File: src/rtl/sto_pkg.sv
package sto_pkg;
    typedef enum logic [1:0] {
        ST_LIVE      = 2'd0,
        ST_TRIP_WAIT = 2'd1,
        ST_HELD      = 2'd2,
        ST_REARM     = 2'd3
    } trip_state_e;
endpackage

File: src/rtl/tsr_slot_timer.sv
module tsr_slot_timer #(
    parameter int SLOTS = 8
) (
    input  logic clk_bit,
    input  logic rst_n,
    output logic load_o
);
    localparam int SW = $clog2(SLOTS);

    logic [SW-1:0] slot;

    always_ff @(posedge clk_bit or negedge rst_n) begin
        if (!rst_n) begin
            slot <= '0;
        end else if (slot == SW'(SLOTS - 1)) begin
            slot <= '0;
        end else begin
            slot <= slot + 1'b1;
        end
    end

    // slot zero marks the edge that closes one slow cycle and opens the next
    assign load_o = (slot == '0);

    // the slot phase wraps after exactly SLOTS fine steps
    a_r2_slot_wrap: assert property (@(posedge clk_bit) disable iff (!rst_n)
        (slot == SW'(SLOTS - 1)) |=> (slot == '0));
endmodule

File: src/rtl/tsr_word_pipe.sv
module tsr_word_pipe #(
    parameter int SLOTS = 8,
    parameter int DEPTH = 2
) (
    input  logic             clk_bit,
    input  logic             rst_n,
    input  logic             load_i,
    input  logic [SLOTS-1:0] word_i,
    output logic             bit_o
);
    logic [DEPTH-1:0][SLOTS-1:0] stage;
    logic [SLOTS-1:0]            shreg;

    always_ff @(posedge clk_bit or negedge rst_n) begin
        if (!rst_n) begin
            stage <= '0;
        end else if (load_i) begin
            stage[0] <= word_i;
            for (int i = 1; i < DEPTH; i++) begin
                stage[i] <= stage[i-1];
            end
        end
    end

    always_ff @(posedge clk_bit or negedge rst_n) begin
        if (!rst_n) begin
            shreg <= '0;
        end else if (load_i) begin
            shreg <= stage[DEPTH-1] >> 1;
        end else begin
            shreg <= shreg >> 1;
        end
    end

    // bit 0 leaves straight from the last stage, the rest from the shifter
    assign bit_o = load_i ? stage[DEPTH-1][0] : shreg[0];

    // between slow edges the stored words never move
    a_r2_words_held: assert property (@(posedge clk_bit) disable iff (!rst_n)
        !load_i |=> $stable(stage));
endmodule

File: src/rtl/tsr_trip_fsm.sv
module tsr_trip_fsm
    import sto_pkg::*;
#(
    parameter int FAST_DIV = 2
) (
    input  logic        clk_bit,
    input  logic        rst_n,
    input  logic        trip_i,
    input  logic        arm_i,
    output logic        force_low_o,
    output trip_state_e state_o
);
    localparam int CW = $clog2(FAST_DIV);

    trip_state_e state, state_nx;
    logic [CW-1:0] cnt, cnt_nx;

    always_ff @(posedge clk_bit or negedge rst_n) begin
        if (!rst_n) begin
            state <= ST_LIVE;
            cnt   <= '0;
        end else begin
            state <= state_nx;
            cnt   <= cnt_nx;
        end
    end

    always_comb begin
        state_nx = state;
        cnt_nx   = cnt;
        unique case (state)
            ST_LIVE: begin
                if (trip_i) begin
                    state_nx = ST_TRIP_WAIT;
                    cnt_nx   = CW'(FAST_DIV - 2);
                end
            end
            ST_TRIP_WAIT: begin
                if (cnt == '0) begin
                    state_nx = ST_HELD;
                end else begin
                    cnt_nx = cnt - 1'b1;
                end
            end
            ST_HELD: begin
                if (!trip_i && arm_i) begin
                    state_nx = ST_REARM;
                    cnt_nx   = CW'(FAST_DIV - 1);
                end
            end
            ST_REARM: begin
                if (trip_i) begin
                    state_nx = ST_HELD;
                end else if (cnt == '0) begin
                    state_nx = ST_LIVE;
                end else begin
                    cnt_nx = cnt - 1'b1;
                end
            end
        endcase
    end

    always_comb begin
        force_low_o = (state == ST_HELD) || (state == ST_REARM);
        state_o     = state;
    end

    // arm alone never leaves LIVE
    a_r8_arm_ignored: assert property (@(posedge clk_bit) disable iff (!rst_n)
        (state == ST_LIVE && !trip_i) |=> (state == ST_LIVE));
    // a trip while held keeps the block held even with arm present
    a_r9_trip_wins: assert property (@(posedge clk_bit) disable iff (!rst_n)
        (state == ST_HELD && trip_i) |=> (state == ST_HELD));
    // a latched trip never falls back to LIVE directly
    a_r6_latched: assert property (@(posedge clk_bit) disable iff (!rst_n)
        (state == ST_TRIP_WAIT) |=> (state != ST_LIVE));
endmodule

File: src/rtl/trip_serializer.sv
module trip_serializer
    import sto_pkg::*;
#(
    parameter int SLOTS    = 8,
    parameter int FAST_DIV = 2,
    parameter int DEPTH    = 2
) (
    input  logic             clk_bit,
    input  logic             rst_n,
    input  logic [SLOTS-1:0] word_i,
    input  logic             trip_i,
    input  logic             arm_i,
    output logic             pin_o
);
    logic        load;
    logic        data_bit;
    logic        force_low;
    trip_state_e fsm_state;

    tsr_slot_timer #(.SLOTS(SLOTS)) u_timer (
        .clk_bit (clk_bit),
        .rst_n   (rst_n),
        .load_o  (load)
    );

    tsr_word_pipe #(.SLOTS(SLOTS), .DEPTH(DEPTH)) u_pipe (
        .clk_bit (clk_bit),
        .rst_n   (rst_n),
        .load_i  (load),
        .word_i  (word_i),
        .bit_o   (data_bit)
    );

    tsr_trip_fsm #(.FAST_DIV(FAST_DIV)) u_fsm (
        .clk_bit     (clk_bit),
        .rst_n       (rst_n),
        .trip_i      (trip_i),
        .arm_i       (arm_i),
        .force_low_o (force_low),
        .state_o     (fsm_state)
    );

    always_ff @(posedge clk_bit or negedge rst_n) begin
        if (!rst_n) begin
            pin_o <= 1'b0;
        end else begin
            pin_o <= data_bit & ~force_low;
        end
    end

    // a trip taken in LIVE has pulled the pin low FAST_DIV steps later
    a_r5_trip_low: assert property (@(posedge clk_bit) disable iff (!rst_n)
        (fsm_state == ST_LIVE && trip_i) |-> ##(FAST_DIV + 1) !pin_o);
    // held state drives the pin low on the next step
    a_r6_held_low: assert property (@(posedge clk_bit) disable iff (!rst_n)
        (fsm_state == ST_HELD) |=> !pin_o);
    // the post-arm hold keeps the pin low
    a_r7_rearm_low: assert property (@(posedge clk_bit) disable iff (!rst_n)
        (fsm_state == ST_REARM) |=> !pin_o);
endmodule

File: config.mk
export PLATFORM = sky130hd
export DESIGN_NAME = trip_serializer
export DESIGN_NICKNAME = d
export VERILOG_FILES = /design/src/rtl/sto_pkg.sv /design/src/rtl/tsr_slot_timer.sv /design/src/rtl/tsr_word_pipe.sv /design/src/rtl/tsr_trip_fsm.sv /design/src/rtl/trip_serializer.sv
export SDC_FILE = /design/constraint.sdc
export NUM_CORES = 1
export LEC_CHECK = 0
export BUFFER_PORTS_ARGS = -buffer_cell sky130_fd_sc_hd__buf_2
export CORE_MARGIN = 5
export CORE_UTILIZATION = 48
export DETAILED_ROUTE_END_ITERATION = 10
export PLACE_DENSITY_LB_ADDON = 0.2
export SETUP_SLACK_MARGIN = 0.05
export SYNTH_ARGS = -nofsm -noshare
export SYNTH_HDL_FRONTEND = slang
export SYNTH_HIERARCHICAL = 1
export SYNTH_SLANG_ARGS = --single-unit
File: constraint.sdc
create_clock -name clk_bit -period 2.05 [get_ports clk_bit]
set_clock_uncertainty 0.05 [all_clocks]
set_input_delay 0.205 -clock clk_bit [delete_from_list [all_inputs] [get_ports clk_bit]]
set_output_delay 0.205 -clock clk_bit [all_outputs]
set_load 0.05 [all_outputs]
## Word level (Yosys, flattened, before mapping)

Cells that the tools add are included.

| storage, ports and cells | value |
|---|---|
| register bits after elaboration | 31 |
| input bits | 12 |
| output and inout bits | 1 |

| cells by class | value |
|---|---|
| add/sub/neg operators | 2 |
| eq/ne operators | 9 |
| muxes and demuxes | 14 |
| bitwise operators | 2 |
| reductions and logical operators | 7 |

Operators by type and width:

| cell | number |
|---|---|
| 2-bit two-way mux | 5 |
| 2-bit case mux with 4 select lines | 1 |
| 7-bit two-way mux | 1 |
| 2-bit inequality test, second input constant | 3 |
| 1-bit two-way mux | 5 |
| 2-bit equality test, second input constant | 2 |
| 1-bit case mux with 4 select lines | 1 |
| 4-bit AND reduction | 1 |
| 3-bit by 1-bit adder with 3-bit output, second input constant | 1 |
| 3-bit equality test, second input constant | 1 |
| 3-bit zero test | 1 |
| 3-bit two-way mux | 1 |
| 3-bit inequality test, second input constant | 1 |
| 3-bit AND reduction | 1 |
| 2-bit by 1-bit equality test with 1-bit output, second input constant | 1 |
| 2-bit zero test | 1 |
| 2-bit by 1-bit inequality test with 1-bit output, second input constant | 1 |
| 1-bit bitwise AND | 1 |
| 1-bit logical AND | 1 |
| 1-bit zero test | 1 |
| 1-bit logical OR | 1 |
| 1-bit NOT | 1 |
| 1-bit subtractor, second input constant | 1 |

## Depth between registers and ports, before layout

| logic depth | value |
|---|---|
| word-level depth | 4 |
| mapped depth | 7 |

## By module

Netlist, hierarchy kept.

Modules (own cells, without submodules):

| module | times used | cells an instance | area an instance (sq um) | sequential area each (sq um) |
|---|---|---|---|---|
| tsr_word_pipe | 1 | 50 | 963.4 | 575.6 |
| tsr_trip_fsm | 1 | 13 | 157.7 | 75.1 |
| tsr_slot_timer | 1 | 10 | 137.6 | 75.1 |
| trip_serializer | 1 | 2 | 38.8 | 25.0 |

## Worst setup path before layout

OpenSTA, ideal clock, no wires.

| timing | value |
|---|---|
| kind | register to register |
| from | register u_timer.slot[0] |
| to | register pin_o |
| setup time | 118 ps |
| arrival | 1346 ps |
| setup slack | 535 ps |
| cell stages (with the launch flop) | 8 |
| buffers on the path | 2 |
| path through | dfrtp_1 -> inv_1 -> ha_1 -> nor2b_4 -> buf_6 -> buf_12 -> mux2_4 -> nor2b_4 |

| between the ends | value |
|---|---|
| longest elaborated chain between the ends | 3 |

RTL lines:

| what | RTL line | RTL |
|---|---|---|
| start, declared | tsr_slot_timer.sv:10 | `logic [SW-1:0] slot;` |
| start signal, assigned | tsr_slot_timer.sv:18 | `slot <= slot + 1'b1;` |
| 3-bit zero test | tsr_slot_timer.sv:23 | `assign load_o = (slot == '0);` |
| named net load | trip_serializer.sv:15 | `logic load;` |
| 1-bit two-way mux | tsr_word_pipe.sv:36 | `assign bit_o = load_i ? stage[DEPTH-1][0] : shreg[0];` |
| named net data_bit | trip_serializer.sv:16 | `logic data_bit;` |
| 1-bit bitwise AND | trip_serializer.sv:47 | `pin_o <= data_bit & ~force_low;` |
| end signal, assigned | trip_serializer.sv:47 |  |
| end, declared | trip_serializer.sv:13 | `output logic pin_o` |

The timed path passes the listed nets, and every way through them passes these cells.
A chain may end at the register's enable or synchronous reset.

## Worst setup path after layout

| timing | value |
|---|---|
| from | register u_timer.slot[0] |
| to | register u_pipe/stage[7] in the netlist's numbering |

| between the ends | value |
|---|---|
| longest elaborated chain between the ends | 1 |

RTL lines:

| what | RTL line | RTL |
|---|---|---|
| 3-bit zero test | tsr_slot_timer.sv:23 |  |
| named net load | trip_serializer.sv:15 |  |
| end signal, assigned by index | tsr_word_pipe.sv:20 | `stage[i] <= stage[i-1];` |
| end, declared | tsr_word_pipe.sv:11 | `logic [DEPTH-1:0][SLOTS-1:0] stage;` |

The timed path passes the listed nets, and every way through them passes these cells.

==> out/results.ini <==
[placement]
dp_cells = 115
dp_hpwl_um = 1160
io_buffers = 12
place_congestion = 0.633

[global_routing]
antenna_found_initial = 0
grt_start_max_net_pins = 31
grt_pass1_vias = 623
grtUsageTotal_pct = 10.5
grt_pass1_wl_um = 2810
overflow = 0

[worst_setup_path]
cpLargestDelayFamily = flip-flops
endpoint_kind = flop
crit_path_max_fanout = 8
path_cells = inv_1, ha_1, nor2b_4, buf_4, mux2_2
worstPathArrival_ps = 1810
crit_slowest_cell = dfrtp_1
path_buf_inv = 2
worstSetupPathType = flop to flop
critPathLaunchType = flop
max_stage_delay_ps = 410
critPathRequiredTime_ps = 2210

[synth]
synth_top_area_share_pct = 57.9
synthTopCellsByArea = dfrtp_1 58%, mux2_4 22%, mux2_2 4.3%, nor2b_4 3.2%, buf_12 3.1%
synthFlopType = dfrtp_1
netlist_instances = 75
syn-cell-area_um2 = 1300
yosysUniqueCellTypes = 18
synth_edf_count = 0
yosys_warnings = 6
syn_area_per_cell_um2 = 17.3
synth_area_leader_cell = dfrtp_1
syn_nets = 90
yosysSeqAreaShare_pct = 57.9
ys_ff_latch = 30
yosysMostFrequentCell = dfrtp_1
synth_common_cells = 30 x dfrtp_1, 19 x mux2_4, 5 x mux2_2, 3 x ha_1, 3 x nor2b_4
async_flop_share_pct = 100

[die]
die_area_um2 = 3840
fp.dieH_um = 62.0
die_width_um = 62.0
fp-row-count = 18
ios = 13
core_um2 = 2520
initial_utilization_pct = 51.4

[power_and_ir_drop]
p_leak_uw = 0.000677
power_density_nw_per_um2 = 846
peakVddDrop_mv = 0.543

[drt]
avgRoutedWirePerCell_um = 13.3
drt-total-wl_um = 1650
viasPerCell = 4.84
vias = 600
first_iter_violations = 7
route.detailed.drc = 0
antenna_left = 0
firstDrtPassIters = 4

[clock_tree]
ctsResizeCount = 0
hold_buffers = 1
cts-root-buf = clkbuf_4
worstSkewPairLatency_ps = 320
cts_tree = built
cts.path.max_buffers = 2
clk_pin_slew_ps = 90
clock-sinks = 30
postCtsSetupBuffers = 0
cts_buffers = 5
htreeDepth = 2

[status]
status = finished clean

[job]
maxCapViolations = 0

[sta]
setup-violations-final = 0
rsz0062_at_grt = false
worst_pin_slew_ps = 639
max_freq_mhz = 605
fin_crit_sh_pct = 80.6
finalHoldViolCount = 0
slew_violations = 0
period_needed_ps = 1650
relSlewSlack_pct = 57.4
finalSetupTns_ps = 0

[hold_path]
hold_class = primary input to flop

[layout]
final_cells = 124
area_growth_pct = 11.1
antennaDiodeCount = 0
drive_gt1_share_pct = 52.1
nNetsFinal = 108

==> final timing paths <==
kind,slack [ps],end,depth (start not counted),start
worst min register to register,410,u_timer/slot[0],1,u_timer/slot[0]
worst max register to register,400,u_pipe/stage[7],5,u_timer/slot[0]
worst min-delay path,60,u_pipe/stage[3],2,word_i[3]
min in group asynchronous,390,pin_o,2,rst_n
worst max-delay path,400,u_pipe/stage[7],5,u_timer/slot[0]
max in group asynchronous,1140,u_pipe/stage[2],2,rst_n
==> registers in the layout, indices dropped and copies added, names as in the netlist <==
| signal | flops |
|---|---|
| u_pipe/stage | 16 |
| u_fsm/state_o | 2 |
| u_pipe/shreg | 7 |
| u_fsm/cnt | 1 |
| pin_o | 1 |
| u_timer/slot | 3 |
==> power breakdown <==
| part | internal, uW | leakage, uW | switching, uW | total (uW) |
|---|---|---|---|---|
| Clock | 165 | 0.0000343 | 192 | 356 |
| Sequential | 648 | 0.000355 | 56.9 | 704 |
| Combinational | 96.1 | 0.000288 | 61.8 | 158 |
| Total | 908 | 0.000677 | 310 | 1220 |
==> cell usage in the layout, fill, tap and decap left out <==
master	instances
a211oi_1	1
a311o_1	1
and2_1	1
buf_12	1
buf_2	12
buf_4	1
clkbuf_4	5
clkbuf_8	1
clkinv_2	1
clkinvlp_4	1
dfrtp_1	30
dlygate4sd3_1	1
ha_1	3
inv_1	2
mux2_2	5
mux2_4	19
nand2b_1	1
nor2_1	1
nor2b_4	3
nor3_1	1
nor3b_1	1
nor4bb_1	1
o21bai_1	1
==> metrics by stage <==
stage / cell area [um^2] / total power (uW) / util, % / hold WS (ps) / worst slack, ps
6_report: 1440 / 1220 / 57.1 / 63.2 / 398
5_1_grt: 1440 / 1300 / 57.1 / 34.6 / 301
4_1_cts: 1440 / 1240 / 57.1 / 44.6 / 380
3_5_place_dp: 1370 / 874 / 54.2 / 216 / 387
3_3_place_gp: 1370 / 865 / 54.2 / 220 / 439
2_1_floorplan: 1300 / 829 / - / -141 / 535
==> layout make-up <==
type,instances,area [um^2]
clock buffer,6,51.3
clock inverter,2,12.5
fill,214,1080
inverter,2,7.51
multi-input combinational,39,484
sequential,30,751
tap,30,37.5
timing repair buffer,15,97.6
==> per-layer routing <==
layer	up-vias	track usage [%]	wire length (um)
li1	292	-	-
met3	0	5.58	66
met4	0	2.73	0
met1	299	14.5	847
met2	9	14.3	738
met5	-	0	0
==> cells by family (layout without fill, tap and decap cells) <==
family,count (synthesis),in the layout,synth area share (%)
AOI/OAI and AO/OA,3,3,1.93
adders and majority gates,3,3,2.89
buffers and inverters,6,25,4.82
DFF,30,30,57.9
muxes,24,24,26.3
and+or+nand+nor,9,9,6.17
Note: power is estimated with default switching activity, not from simulation.
